$ cat config.mk
export PLATFORM = sky130hd
export DESIGN_NAME = fp_seq_mul
export DESIGN_NICKNAME = d
export VERILOG_FILES = /design/src/rtl/fp_seq_mul.sv
export SDC_FILE = /design/constraint.sdc
export NUM_CORES = 1
export LEC_CHECK = 0
export ABC_AREA = 1
export BUFFER_PORTS_ARGS = -buffer_cell sky130_fd_sc_hd__buf_2
export CAP_MARGIN = 20
export CELL_PAD_IN_SITES_DETAIL_PLACEMENT = 1
export CELL_PAD_IN_SITES_GLOBAL_PLACEMENT = 1
export CORE_UTILIZATION = 30
export CTS_CLUSTER_DIAMETER = 120
export DETAILED_ROUTE_END_ITERATION = 8
export PLACE_DENSITY_LB_ADDON = 0.1
export SYNTH_ARGS = -nofsm -noshare
export SYNTH_HDL_FRONTEND = slang
export SYNTH_SLANG_ARGS = --single-unit
$ cat constraint.sdc
create_clock -name clk -period 2.7 [get_ports clk]
set_input_delay 0.405 -clock clk [delete_from_list [all_inputs] [get_ports clk]]
set_output_delay 0.405 -clock clk [all_outputs]
set_load 0.005 [all_outputs]
$ cat src/rtl/fp_seq_mul.sv
module fp_seq_mul #(
  parameter int EXP_W  = 8,
  parameter int FRAC_W = 23,
  parameter int BIAS   = 127
) (
  input  logic                  clk,
  input  logic                  rst,
  input  logic                  start,
  input  logic [EXP_W+FRAC_W:0] a,
  input  logic [EXP_W+FRAC_W:0] b,
  output logic                  busy,
  output logic                  done,
  output logic                  sign,
  output logic [EXP_W+1:0]      exp,
  output logic [2*FRAC_W+1:0]   prod
);
  localparam int OP_W   = 1 + EXP_W + FRAC_W;
  localparam int SIG_W  = FRAC_W + 1;
  localparam int PROD_W = 2 * SIG_W;
  localparam int XW     = EXP_W + 2;
  localparam int CNT_W  = $clog2(SIG_W + 1);

  logic              busy_q, done_q, sign_q;
  logic [XW-1:0]     exp_q;
  logic [PROD_W-1:0] acc_q;
  logic [SIG_W-1:0]  mcand_q, mplier_q;
  logic [CNT_W-1:0]  cnt_q;

  logic              accept, any_zero, last;
  logic [XW-1:0]     exp_sum;
  logic [SIG_W:0]    add_v;
  logic [PROD_W-1:0] step;

  assign accept   = start && !busy_q;
  assign any_zero = (a[OP_W-2:0] == '0) || (b[OP_W-2:0] == '0);
  assign exp_sum  = {2'b00, a[OP_W-2:FRAC_W]} + {2'b00, b[OP_W-2:FRAC_W]} - XW'(BIAS);
  assign add_v    = {1'b0, acc_q[PROD_W-1:SIG_W]} + {1'b0, mcand_q};
  assign step     = mplier_q[0] ? {add_v, acc_q[SIG_W-1:1]} : {1'b0, acc_q[PROD_W-1:1]};
  assign last     = cnt_q == CNT_W'(SIG_W - 1);

  always_ff @(posedge clk) begin
    if (rst) begin
      busy_q   <= 1'b0;
      done_q   <= 1'b0;
      sign_q   <= 1'b0;
      exp_q    <= '0;
      acc_q    <= '0;
      mcand_q  <= '0;
      mplier_q <= '0;
      cnt_q    <= '0;
    end else begin
      done_q <= 1'b0;
      if (accept) begin
        sign_q <= a[OP_W-1] ^ b[OP_W-1];
        acc_q  <= '0;
        cnt_q  <= '0;
        if (any_zero) begin
          exp_q  <= '0;
          done_q <= 1'b1;
        end else begin
          exp_q    <= exp_sum;
          mcand_q  <= {1'b1, a[FRAC_W-1:0]};
          mplier_q <= {1'b1, b[FRAC_W-1:0]};
          busy_q   <= 1'b1;
        end
      end else if (busy_q) begin
        acc_q    <= step;
        mplier_q <= mplier_q >> 1;
        cnt_q    <= cnt_q + 1'b1;
        if (last) begin
          busy_q <= 1'b0;
          done_q <= 1'b1;
        end
      end
    end
  end

  assign busy = busy_q;
  assign done = done_q;
  assign sign = sign_q;
  assign exp  = exp_q;
  assign prod = acc_q;
endmodule

==> results by group <==
CTS
  • CTS root buf: clkbuf_16
  • Clock net sink count: 114
  • # Post-CTS Setup Buffers: 0
  • TritonCTS clock tree: built
  • Cts bufs inserted: 17
  • Clock transition at path regs: 0.06 ns
  • CTS Buffer Depth: 2
  • Clk_lat worst skew: 0.42 ns
  • Post-CTS Hold Buffers: 0
  • Htree depth: 4

Min path
  • Hold Path Class: input port to flop

Timing
  • Final-report hold violation count: 0
  • Min cycle time layout: 2.24 ns
  • RSZ-0062 raised after global routing: false
  • Worst setup slack after layout: 0.457 ns
  • Hold_ws: 0.258 ns
  • Worst-margin pin slew: 0.602 ns
  • Peak Freq: 446 MHz
  • Final setup viols: 0
  • Final period utilization: 83.1%
  • Setup_tns: 0 ns
  • Max_slew headroom: 59.8%
  • Slew Limit Fails: 0
  • Clock Skew: 0.0114 ns

Global route
  • Total grt overflow: 0
  • Largest net degree at the start of global routing: 48
  • Total Routing Usage GR: 19.8%
  • Vias in the first global route: 7288
  • Global-route wire length before repair: 37900 µm
  • Initial antenna violation count: 3

Cells and area
  • Commonest non-fill, non-tap cells in the layout: nand2_1, inv_1, a21oi_1
  • Area of the multi-input gates: 3970 µm²
  • Design Area, Final: 8650 µm²
  • Final design utilization: 36.8%
  • Fin cells: 1569
  • Filler instances: 3118
  • Register area: 2280 µm²
  • Nets: 1343
  • Syn-to-layout area delta: 19.8%
  • Share of layout cells above drive strength 1: 14.8%
  • Commonest non-fill, non-tap cell in the layout: nand2_1

Route
  • Iteration-0 DRC Markers: 281
  • Post-DRT Antenna Nets: 0
  • Total wire length: 23500 µm
  • Total number of vias: 7351
  • Via density: 4.69
  • Wire length per cell: 15.0 µm
  • # DRC: 0
  • Pre-Repair DR Iteration Count: 4

Setup path
  • Worst EP required: 2.98 ns
  • Critical path class: flop to flop
  • Worst path cell trace: ha_1, fa_1, nand2_1, nand2_1, nand2_1, o21ai_1, nand2_1, nand2_1, nor2_1, o21ai_0, a21oi_1
  • Max incr delay on CP: 0.41 ns
  • Largest fanout on the critical path: 5
  • CP max stage cell: dfxtp_1
  • CP arrival: 2.52 ns
  • Setup crit start kind: flop
  • R2r setup slk: 0.46 ns
  • CP Capture Type: flop
  • CP most frequent cell: nand2_1

Logic synthesis
  • Synth Cell Area: 7230 µm²
  • Cell count after synthesis: 1146
  • Sequential share of the synthesized area: 31.6%
  • YS warnings: 0
  • Mapped Nets: 1255
  • Syn Area/Cell: 6.31 µm²
  • Distinct cell type count after synthesis: 34
  • Flops & latches, synth: 114

Floorplanning
  • Full die area: 24700 µm²
  • Num rows: 56
  • Starting Density: 30.7%
  • Core area: 23500 µm²
  • Boundary Pins: 128
  • Die H: 157 µm
  • Die width: 157 µm

Power
  • Total power draw: 5.24 mW
  • Pwr Density: 606 nW/µm²
  • VDD IR-drop max: 366 µV
  • Leak: 4.21 nW

Placed design
  • HPWL reported at the end of detailed placement: 17600 µm
  • Placed instance area: 7970 µm²
  • I/O Buffers: 127
  • Dpl ws: 0.222 ns
  • Cell count after placement: 1534
  • RD Place Congestion: 0.824

Flow run
  • Max cap viols: 0

Run status
  • Outcome: completed
kinds of logic after synthesis:
family          after synthesis  synth area share, %
simple gates                578                 33.5
buf+inv                     222                 13.5
compound gates              180                 12.7
flops                       114                 31.6
fa+ha+maj                    42                 7.48
xor+xnor                     10                 1.21
flip-flops by register name, indices dropped and copies added (netlist names):
name / flops
cnt_q: 5
prod: 48
exp: 10
busy: 1
done: 1
sign: 1
mcand_q: 24
mplier_q: 24
power by group:
group / switching [mW] / total, mW / internal, mW
clock network: 0.872 / 2.63 / 1.76
registers: 0.0664 / 1.84 / 1.78
logic: 0.483 / 0.769 / 0.286
synth_stat cells, drive strengths merged:
| master | count | area share (%) |
|---|---|---|
| xor2 | 4 | 0.48 |
| or2 | 4 | 0.35 |
| ha | 40 | 6.9 |
| a31oi | 1 | 0.087 |
| o21bai | 2 | 0.21 |
| a211oi | 1 | 0.10 |
| o211ai | 3 | 0.31 |
| inv | 148 | 7.7 |
| nor4 | 8 | 0.78 |
| a21oi | 128 | 8.9 |
| nand3b | 1 | 0.10 |
| dfxtp | 114 | 32 |
| nand3 | 65 | 4.7 |
| and2 | 1 | 0.087 |
| clkbuf | 31 | 1.6 |
| a21o | 1 | 0.10 |
| nor3 | 9 | 0.62 |
| fa | 2 | 0.55 |
| o21ai | 44 | 3.0 |
| nor2 | 101 | 5.3 |
| nand2 | 352 | 18 |
| clkinv | 1 | 0.052 |
| buf | 42 | 4.1 |
| nand4 | 37 | 3.3 |
| xnor2 | 6 | 0.73 |
worst paths after layout:
kind                          from                     to  cells past startpoint
max reg2reg  prod[24]$_SDFFE_PP0P_  prod[35]$_SDFFE_PP0P_                     11
min                          start        done$_SDFF_PP0_                      3
min reg2reg    exp[0]$_SDFFE_PP0P_    exp[0]$_SDFFE_PP0P_                      2
max          prod[24]$_SDFFE_PP0P_  prod[35]$_SDFFE_PP0P_                     11
metal layers:
layer  wire [µm]  up-vias  GRT usage (%)
met5           0        -              0
li1            -     3824              -
met3         753       15           3.69
met2       11300      107           33.5
met4         254        0           5.41
met1       11200     3405           25.6
what timing repair did:
item                                    CTS  global route
gates resized for setup                   0             1
hold endpoints to repair                  0             0
endpoints found under the setup margin    0             1
worst max-delay path, delay by kind of cell (launching register included):
family / cells / cell delay (ns)
fa+ha+maj: 2 / 0.63
flops: 1 / 0.41
simple gates: 6 / 0.52
compound gates: 3 / 0.55
layout make-up:
| type | instances | share of cell area, % |
|---|---|---|
| inverter | 149 | 6.48 |
| multi-input combinational | 810 | 45.9 |
| clock inverter | 13 | 2.66 |
| antenna | 3 | 0.0867 |
| sequential | 114 | 26.4 |
| tap | 319 | 4.61 |
| timing repair buffer | 142 | 8.79 |
| clock buffer | 19 | 5.12 |
Power figures use the tool's default switching activity.
